[config.mk]
export PLATFORM = sky130hd
export DESIGN_NAME = line_irq_timer
export DESIGN_NICKNAME = d
export VERILOG_FILES = /design/src/rtl/line_irq_pkg.sv /design/src/rtl/line_irq_regs.sv /design/src/rtl/line_irq_prescaler.sv /design/src/rtl/line_irq_count.sv /design/src/rtl/line_irq_timer.sv
export SDC_FILE = /design/constraint.sdc
export NUM_CORES = 1
export LEC_CHECK = 0
export BUFFER_PORTS_ARGS = -buffer_cell sky130_fd_sc_hd__clkbuf_2
export CORE_MARGIN = 2
export CORE_UTILIZATION = 64
export CTS_BUF_LIST = sky130_fd_sc_hd__clkbuf_2 sky130_fd_sc_hd__clkbuf_4 sky130_fd_sc_hd__clkbuf_8
export CTS_CLUSTER_DIAMETER = 150
export DETAILED_ROUTE_END_ITERATION = 7
export PLACE_DENSITY = 0.85
export SLEW_MARGIN = 0
export SYNTH_ARGS = -nofsm -noshare
export SYNTH_HDL_FRONTEND = slang
export SYNTH_SLANG_ARGS = --single-unit
[constraint.sdc]
create_clock -name clk -period 5.3 [get_ports clk]
set_clock_uncertainty 0.05 [all_clocks]
set_input_delay 0.53 -clock clk [delete_from_list [all_inputs] [get_ports clk]]
set_output_delay 0.53 -clock clk [all_outputs]
set_load 0.05 [all_outputs]
[src/rtl/line_irq_pkg.sv]
package line_irq_pkg;
  typedef enum logic [1:0] {
    REG_LATCH_LO = 2'd0,
    REG_LATCH_HI = 2'd1,
    REG_CTRL     = 2'd2,
    REG_ACK      = 2'd3
  } reg_sel_e;

  localparam int BIT_REARM    = 0;
  localparam int BIT_RUN      = 1;
  localparam int BIT_CPU_MODE = 2;
endpackage

[src/rtl/line_irq_regs.sv]
module line_irq_regs
  import line_irq_pkg::*;
#(
  parameter int CNT_W  = 8,
  parameter int DATA_W = 8
) (
  input  logic              clk,
  input  logic              rst_n,
  input  logic              wr_en,
  input  logic [1:0]        wr_sel,
  input  logic [DATA_W-1:0] wr_data,
  output logic [CNT_W-1:0]  latch,
  output logic [DATA_W-1:0] ctrl,
  output logic              ctrl_load,
  output logic              irq_clr
);
  localparam int HALF = CNT_W / 2;
  localparam int UPW  = CNT_W - HALF;

  logic wr_lo, wr_hi, wr_ctrl, wr_ack;

  assign wr_lo     = wr_en && (wr_sel == REG_LATCH_LO);
  assign wr_hi     = wr_en && (wr_sel == REG_LATCH_HI);
  assign wr_ctrl   = wr_en && (wr_sel == REG_CTRL);
  assign wr_ack    = wr_en && (wr_sel == REG_ACK);
  assign ctrl_load = wr_ctrl && wr_data[BIT_RUN];
  assign irq_clr   = wr_ctrl || wr_ack;

  always_ff @(posedge clk) begin
    if (!rst_n) begin
      latch <= '0;
    end else if (wr_lo) begin
      latch[HALF-1:0] <= wr_data[HALF-1:0];
    end else if (wr_hi) begin
      latch[CNT_W-1:HALF] <= wr_data[UPW-1:0];
    end
  end

  always_ff @(posedge clk) begin
    if (!rst_n) begin
      ctrl <= '0;
    end else if (wr_ctrl) begin
      ctrl <= wr_data;
    end else if (wr_ack) begin
      ctrl[BIT_RUN] <= ctrl[BIT_REARM];
    end
  end
endmodule

[src/rtl/line_irq_prescaler.sv]
module line_irq_prescaler #(
  parameter int PERIOD = 341,
  parameter int STEP   = 3,
  parameter int PRE_W  = 10
) (
  input  logic                    clk,
  input  logic                    rst_n,
  input  logic                    reload,
  input  logic                    step_en,
  output logic signed [PRE_W-1:0] presc,
  output logic                    line_evt
);
  localparam logic signed [PRE_W-1:0] PER_S  = PRE_W'(PERIOD);
  localparam logic signed [PRE_W-1:0] STEP_S = PRE_W'(STEP);

  function automatic logic signed [PRE_W-1:0] dec(input logic signed [PRE_W-1:0] v);
    return v - STEP_S;
  endfunction

  function automatic logic expired(input logic signed [PRE_W-1:0] v);
    return v[PRE_W-1] || (v == '0);
  endfunction

  logic signed [PRE_W-1:0] nxt;

  assign nxt      = dec(presc);
  assign line_evt = step_en && !reload && expired(nxt);

  always_ff @(posedge clk) begin
    if (!rst_n || reload) begin
      presc <= PER_S;
    end else if (step_en) begin
      presc <= expired(nxt) ? nxt + PER_S : nxt;
    end
  end
endmodule

[src/rtl/line_irq_count.sv]
module line_irq_count #(
  parameter int CNT_W = 8
) (
  input  logic             clk,
  input  logic             rst_n,
  input  logic             load,
  input  logic             cnt_step,
  input  logic             irq_clr,
  input  logic [CNT_W-1:0] latch,
  output logic [CNT_W-1:0] count,
  output logic             wrap_evt,
  output logic             irq
);
  assign wrap_evt = cnt_step && !load && (count == '1);

  always_ff @(posedge clk) begin
    if (!rst_n) begin
      count <= '0;
    end else if (load || wrap_evt) begin
      count <= latch;
    end else if (cnt_step) begin
      count <= count + 1'b1;
    end
  end

  always_ff @(posedge clk) begin
    if (!rst_n) begin
      irq <= 1'b0;
    end else if (wrap_evt) begin
      irq <= 1'b1;
    end else if (irq_clr) begin
      irq <= 1'b0;
    end
  end
endmodule

[src/rtl/line_irq_timer.sv]
module line_irq_timer
  import line_irq_pkg::*;
#(
  parameter int CNT_W  = 8,
  parameter int DATA_W = 8,
  parameter int PERIOD = 341,
  parameter int STEP   = 3
) (
  input  logic              clk,
  input  logic              rst_n,
  input  logic              wr_en,
  input  logic [1:0]        wr_sel,
  input  logic [DATA_W-1:0] wr_data,
  input  logic              cpu_tick,
  output logic              irq
);
  localparam int PRE_W = $clog2(PERIOD + 1) + 1;

  logic [CNT_W-1:0]        latch;
  logic [CNT_W-1:0]        count;
  logic [DATA_W-1:0]       ctrl;
  logic                    ctrl_load, irq_clr;
  logic signed [PRE_W-1:0] presc;
  logic                    line_evt, wrap_evt;
  logic                    tick_ok, cnt_step, presc_step;

  // control/ack writes own the cycle; a coincident tick is discarded
  assign tick_ok    = cpu_tick && ctrl[BIT_RUN] && !irq_clr;
  assign presc_step = tick_ok && !ctrl[BIT_CPU_MODE];
  assign cnt_step   = tick_ok && (ctrl[BIT_CPU_MODE] || line_evt);

  line_irq_regs #(.CNT_W(CNT_W), .DATA_W(DATA_W)) u_regs (
    .clk(clk), .rst_n(rst_n), .wr_en(wr_en), .wr_sel(wr_sel), .wr_data(wr_data),
    .latch(latch), .ctrl(ctrl), .ctrl_load(ctrl_load), .irq_clr(irq_clr)
  );

  line_irq_prescaler #(.PERIOD(PERIOD), .STEP(STEP), .PRE_W(PRE_W)) u_pre (
    .clk(clk), .rst_n(rst_n), .reload(ctrl_load), .step_en(presc_step),
    .presc(presc), .line_evt(line_evt)
  );

  line_irq_count #(.CNT_W(CNT_W)) u_cnt (
    .clk(clk), .rst_n(rst_n), .load(ctrl_load), .cnt_step(cnt_step),
    .irq_clr(irq_clr), .latch(latch), .count(count), .wrap_evt(wrap_evt), .irq(irq)
  );
endmodule

==> metrics, run 1 <==
outcome finished, final reports clean; critical path's slowest cell dfxtp_1; Post-synth EDFFs 0; CTS Buffer Depth 2; Final Hold Fails 0; FFs w/ async S/R, synth 0%; Setup CP Type reg -> reg; top cells by area, synth dfxtp_1, mux2i_1, a21oi_1, nand2_1, nor2b_1; max_cap viols 0; post-synth top area cell dfxtp_1; wl on met1 2310 um; layout cells sized above 1 10.1%; WL/cell 15.8 um; drt initial violations 174; Pre-antenna DRT Iters 5; num rows 20; die area 3790 um^2; Core Area 3100 um^2; #FFs+latches synth 30; clk_lat worst skew 0.35 ns; worst ir drop on vdd 0.191 mV; Period minus WS final about 3.5 ns; number of vias per cell about 6.6; max_slew headroom 47.5%; Tcrit/Tclk final about two thirds; synth unique cells 62; Area Overhead vs Synth 7.02%; RSZ-0062 raised after global routing no; total CTS buffers 5; Clock transition at path regs 0.11 ns; synth warn 0; final slew viol count 0; met2 wire length ~2200 um; Worst Path Required 5.51 ns; Synth top area share 28.3%; hold buffer count at CTS 0; count of final setup violators 0; post-route ant nets 0; antenna violations before repair 0; PostCTS Resize Cnt 0; Post-Syn Area 2120 um^2; Top Ports 15; HP Class in -> reg; Main synth FF type dfxtp_1; clock net sink count 30; H-tree levels 2; Clk network pwr share about half; Nets between 200 and 300; Avg Inst Size Synth ~8 um^2; DRC violation count after routing 0; WHS Path Cells 3; crit-path cells clkinv_1, ha_1, and2_1, maj3_1, o21ai_2, o21ai_4, o311a_1, o21a_1; Worst Reg-to-Reg Cells 8; Psw 116 uW; Met3 Wirelength 346 um; Syn Inst Count about 260; worst-margin pin slew 0.778 ns; Die H 61.5 um; CP max stage delay 0.65 ns; crit end category flip-flop; Port Buffers 10; sequential area share after synthesis 28.3%; Top Layer Used met4; die width 61.5 um; Routed Wire Length a little under 5000 um; Sw Ratio approximately 22%; worst path arrival time about 3.7 ns; vias slightly above 2000; routability congestion estimate just under 0.9; first-pass GRT wire length ~8000 um; Int Power ~400 uW; Synthesized Nets 282; vias in the first global route roughly 1700; Pleak 0.850 nW; filler cell count 240; crit-path max FO 16; gr usage total between 20% and 30%; ANT cells 0; Post-CTS Setup Bufs 0; detailed placer's ending HPWL 3350 um; setup_tns 0 ns; post-layout power 517 uW; largest net degree at the start of global routing 24; Achievable Freq 0.285 GHz; pwr dens approximately 230 nW/um^2; Initial Util 68.3%; clock root buffer master clkbuf_4; gr ovfl total 0; CTS tree yes; startpoint types flip-flop; register share of total power 45.2%; Comb power frac 6.3%
## worst paths after layout
path                                      from        endpoint  slack (ns)
worst min-delay path                wr_data[0]  u_regs.ctrl[0]        0.39
worst max register to register  u_pre.presc[2]  u_cnt.count[7]        1.79
worst max-delay path            u_pre.presc[2]  u_cnt.count[7]        1.79
worst min register to register  u_regs.ctrl[0]  u_regs.ctrl[0]        0.44
## cells by family (layout without fill, tap and decap cells)
group	count (synthesis)	after routing	synth area share [%]
AOI/OAI and AO/OA	88	88	30.6
xor gates and xnor gates	4	4	1.65
adders and majority gates	5	5	2.83
buffers and inverters	23	27	4.78
DFF	30	30	28.3
muxes	14	14	6.61
and+or+nand+nor	100	100	25.2
## through the flow
| step | std cells | instance area, um^2 | hold WS [ns] | util [%] | setup WS (ns) |
|---|---|---|---|---|---|
| after CTS | 312 | 2270 | 0.386 | 73.1 | 1.84 |
| after global routing | 312 | 2270 | 0.395 | 73.1 | 1.58 |
| final | 312 | 2270 | 0.387 | 73.1 | 1.79 |
| after detailed placement | 304 | 2160 | 0.429 | 69.5 | 1.85 |
| after global placement | 304 | 2160 | 0.420 | 69.5 | 1.90 |
| after floorplan | 264 | 2120 | 0.396 | - | 2.76 |
## layer usage
metal  vias to the layer above  global-route usage, %
met4                         0                   8.21
li1                       1007                      -
met5                         -                      0
met1                       957                   40.6
met3                         9                   7.56
met2                        80                   43.5
## cells in the mapped netlist (2+ instances only)
cell type and n:
o311a_1 2, a21boi_0 3, nor4b_1 2, nor2b_1 10, mux2i_1 14, o21a_1 8
nor3b_1 2, nand3_1 10, and2_1 3, nand2b_1 2, o21ai_1 3, nor2_1 12
o22ai_1 3, o211ai_1 4, dfxtp_1 30, a21o_1 3, clkbuf_1 11, a31o_1 3
nor3_1 4, ha_1 4, xnor2_1 4, or3_1 5, nand2_1 30, a41oi_1 2
inv_1 8, buf_6 2, o21ai_0 7, o31ai_1 2, nand4b_1 2, nand4_1 4
a21oi_1 24, and3_1 5, a31oi_1 5, nor4_1 3
## power by group through the flow
stage / clock network, mW / logic (mW) / registers (mW)
after floorplan: 0 / 0.0236 / 0.236
after global placement: 0 / 0.0310 / 0.238
after detailed placement: 0 / 0.0319 / 0.239
after CTS: 0.253 / 0.0321 / 0.234
after global routing: 0.262 / 0.0362 / 0.234
final: 0.251 / 0.0325 / 0.234
## cell usage in the layout, fill, tap and decap left out, drive strengths merged, types with 3 or more instances in the layout
master	instances
a31o	3
nor2	12
a21oi	24
or3	5
a31oi	5
nor4	4
o31ai	4
o22ai	3
o21a	8
clkbuf	16
and3	5
and2	3
xnor2	4
nand2	30
o21ai	12
nand3	10
nor2b	10
mux2i	14
o211ai	5
dfxtp	30
ha	4
a21boi	3
nand4	4
a21o	3
inv	8
nor3	5
## flip-flops by register name, indices dropped and copies added, names as in the netlist
name	count
u_cnt.irq	1
u_pre.presc	10
u_cnt.count	8
u_regs.latch	8
u_regs.ctrl	3
## critical path, delay by kind of cell (launching register included)
kind                     cells  cell delay (ns)
buffers and inverters        1             0.38
AO/OA/AOI/OAI                4             1.37
adder cells (fa/ha/maj)      2             0.76
AND/OR/NAND/NOR              1             0.21
flip-flops                   1             0.65
## final cells by class
| cell class | instances | area (um^2) | share of cell area [%] |
|---|---|---|---|
| clock inverter | 2 | 60.1 | 2.65 |
| timing repair buffer | 10 | 50.0 | 2.21 |
| multi-input combinational | 211 | 1420 | 62.5 |
| clock buffer | 6 | 51.3 | 2.26 |
| tap | 44 | 55.1 | 2.43 |
| sequential | 30 | 601 | 26.5 |
| inverter | 9 | 33.8 | 1.49 |
Note: power is estimated with default switching activity, not from simulation.
==> run 2: changes to the inputs <==
--- a/config.mk
+++ b/config.mk
@@ -7,11 +7,11 @@
 export LEC_CHECK = 0
 export BUFFER_PORTS_ARGS = -buffer_cell sky130_fd_sc_hd__clkbuf_2
 export CORE_MARGIN = 2
-export CORE_UTILIZATION = 64
+export CORE_UTILIZATION = 56
 export CTS_BUF_LIST = sky130_fd_sc_hd__clkbuf_2 sky130_fd_sc_hd__clkbuf_4 sky130_fd_sc_hd__clkbuf_8
 export CTS_CLUSTER_DIAMETER = 150
 export DETAILED_ROUTE_END_ITERATION = 7
-export PLACE_DENSITY = 0.85
+export PLACE_DENSITY = 0.79
 export SLEW_MARGIN = 0
 export SYNTH_ARGS = -nofsm -noshare
 export SYNTH_HDL_FRONTEND = slang
==> constraint.sdc (replaced) <==
create_clock -name clk -period 3.2 [get_ports clk]
set_clock_uncertainty 0.05 [all_clocks]
set_input_delay 0.32 -clock clk [delete_from_list [all_inputs] [get_ports clk]]
set_output_delay 0.32 -clock clk [all_outputs]
set_load 0.05 [all_outputs]
==> metrics, run 2 (synthesis gave the netlist of run 1 again) <==
die area 4290 um^2 (+13%); Clock transition at path regs 0.07 ns (-0.04 ns); source of the worst hold timing path wr_data[0]; r2r setup slk 0.38 ns (-1.41 ns); Final Hold Fails 0 (unchanged); Setup CP Type reg -> reg; filler cell count 334 (+39%); gr usage total 24.9% (-3.9 points); vias 2066 (+0.63%); Pre-antenna DRT Iters 4 (-1); final core occ 63.6% (-9.5 points); largest register by flop count u_pre.presc; clock net sink count 30 (unchanged); Post-CTS Setup Bufs 0 (unchanged); max_slew headroom 48.5% (+1.0 points); Tcrit/Tclk final 88.2% (+22 points); Nets 292 (+2.5%); detailed placer's ending HPWL 3570 um (+6.4%); commonest non-fill, non-tap cells in the layout nand2_1, dfxtp_1, a21oi_1; layout cells sized above 1 12.0% (+2.0 points); RSZ-0062 raised after global routing no; HP Class in -> reg; hold buffer count at CTS 0 (unchanged); count of final setup violators 0 (unchanged); number of flip-flops in the largest register 10 (unchanged); Area Overhead vs Synth 9.80%; Worst R2R End u_pre.presc[7]; num rows 22 (+10%); Worst Reg-to-Reg Cells 8 (unchanged); outcome finished, final reports clean; Port Buffers 10 (unchanged); largest net degree at the start of global routing 24 (unchanged); Initial Util 57.9% (-10 points); clock root buffer master clkbuf_8; setup_tns 0 ns (unchanged); first-pass GRT wire length 8290 um (+3.9%); worst path arrival time 2.99 ns (-0.73 ns); final slew viol count 0 (unchanged); post-layout power 834 uW (+61%); worst reg2reg startpoint u_pre.presc[0]; clk_lat worst skew 0.28 ns (-0.07 ns); post-placement cell count 315 (+3.6%); startpoint types flip-flop; post-route ant nets 0 (unchanged); Pleak 0.883 nW (+3.9%); Buf/Inv on CP 1 (unchanged); crit end category flip-flop; Routed Wire Length 5000 um (+1.4%); Die H 65.5 um (+6.5%); WL/cell 15.5 um (-1.8%); WHS Path Cells 3 (unchanged); vias in the first global route 1730 (+0.23%); Period minus WS final 2.82 ns (-0.686 ns); CTS Buffer Depth 2 (unchanged); CTS tree yes; CP max stage delay 0.72 ns (+0.07 ns); routability congestion estimate 0.907 (+1.8%); critical path's slowest cell o311ai_0; Worst Path Required 3.36 ns (-2.15 ns); ANT cells 0 (unchanged); Hold Crit Endpoint u_regs.ctrl[0]; PostCTS Resize Cnt 0 (unchanged); Top Ports 15 (unchanged); worst-margin pin slew 0.763 ns (-0.0152 ns); antenna violations before repair 0 (unchanged); gr ovfl total 0 (unchanged); die width 65.5 um (+6.5%); total CTS buffers 5 (unchanged); DRC violation count after routing 0 (unchanged); crit-path max FO 14 (-2); biggest regs u_pre.presc: 10 flops, u_cnt.count: 8 flops, u_regs.latch: 8 flops; drt initial violations 219 (+26%); pwr dens 358 nW/um^2 (+57%); Core Area 3660 um^2 (+18%); number of vias per cell 6.42 (-2.5%); CP delay by family, top compound AO/OA/AOI/OAI gates; worst ir drop on vdd 0.227 mV (+19%); max_cap viols 0 (unchanged); CP Depth 8 (unchanged); Achievable Freq 0.354 GHz (+24%); H-tree levels 2 (unchanged); Cell Count, Final, Fillers Out 322 (+3.2%); crit-path cells inv_1, ha_1, o21bai_1, a211oi_1, o311ai_0, nand4_1, a21o_1, a21oi_1
==> run 2: cell count changes in the layout (fill, tap and decap cells not counted) <==
cell / delta
buf_4: +7
clkbuf_4: -5
bufinv_16: -1
clkbuf_8: +5
==> run 2: how the worst max path moves through the flow <==
| stage | from | to | slack, ns |
|---|---|---|---|
| 2_1_floorplan | u_pre.presc[2] | u_pre.presc[5] | 0.66 |
| 3_3_place_gp | u_pre.presc[0] | u_pre.presc[7] | 0.59 |
| 3_5_place_dp | u_pre.presc[0] | u_pre.presc[7] | 0.49 |
| 4_1_cts | u_pre.presc[0] | u_pre.presc[7] | 0.42 |
| 5_1_grt | u_pre.presc[0] | u_pre.presc[7] | 0.18 |
| 6_report | u_pre.presc[0] | u_pre.presc[7] | 0.38 |
==> run 2: layout make-up <==
cell class	count	area [um^2]	area share (%)
Sequential cell	30	601	25.8
Clock buffer	6	82.6	3.55
Clock inverter	1	30.0	1.29
Multi-Input combinational cell	211	1420	60.9
Timing Repair Buffer	17	103	4.41
Tap cell	48	60.1	2.58
Inverter	9	33.8	1.45
==> run 2: through the flow <==
stage	setup slack, ns	instance area, um^2	hold slack [ns]
after floorplan	0.661	2120	0.396
after detailed placement	0.489	2210	0.428
after CTS	0.424	2330	0.262
after global routing	0.180	2330	0.280
after global placement	0.590	2210	0.415
final	0.379	2330	0.262
==> run 2: report_power, final <==
group / switching, mW / leakage, nW / internal, mW
clock: 0.142 / 0.0573 / 0.249
combinational: 0.0342 / 0.583 / 0.0223
sequential: 0.00610 / 0.243 / 0.380
==> run 2: per-layer routing <==
metal	routed length [um]	track usage (%)
met3	258	5.14
met4	63	6.25
met1	2410	35.6
met2	2270	38.1
met5	0	0
==> run 2: worst reg2reg max path: stages, from the launching register on <==
cell and delay, ns:
dfxtp_1 0.57, inv_1 0.14, ha_1 0.36, o21bai_1 0.27, a211oi_1 0.11, o311ai_0 0.72, nand4_1 0.21, a21o_1 0.22
a21oi_1 0.12
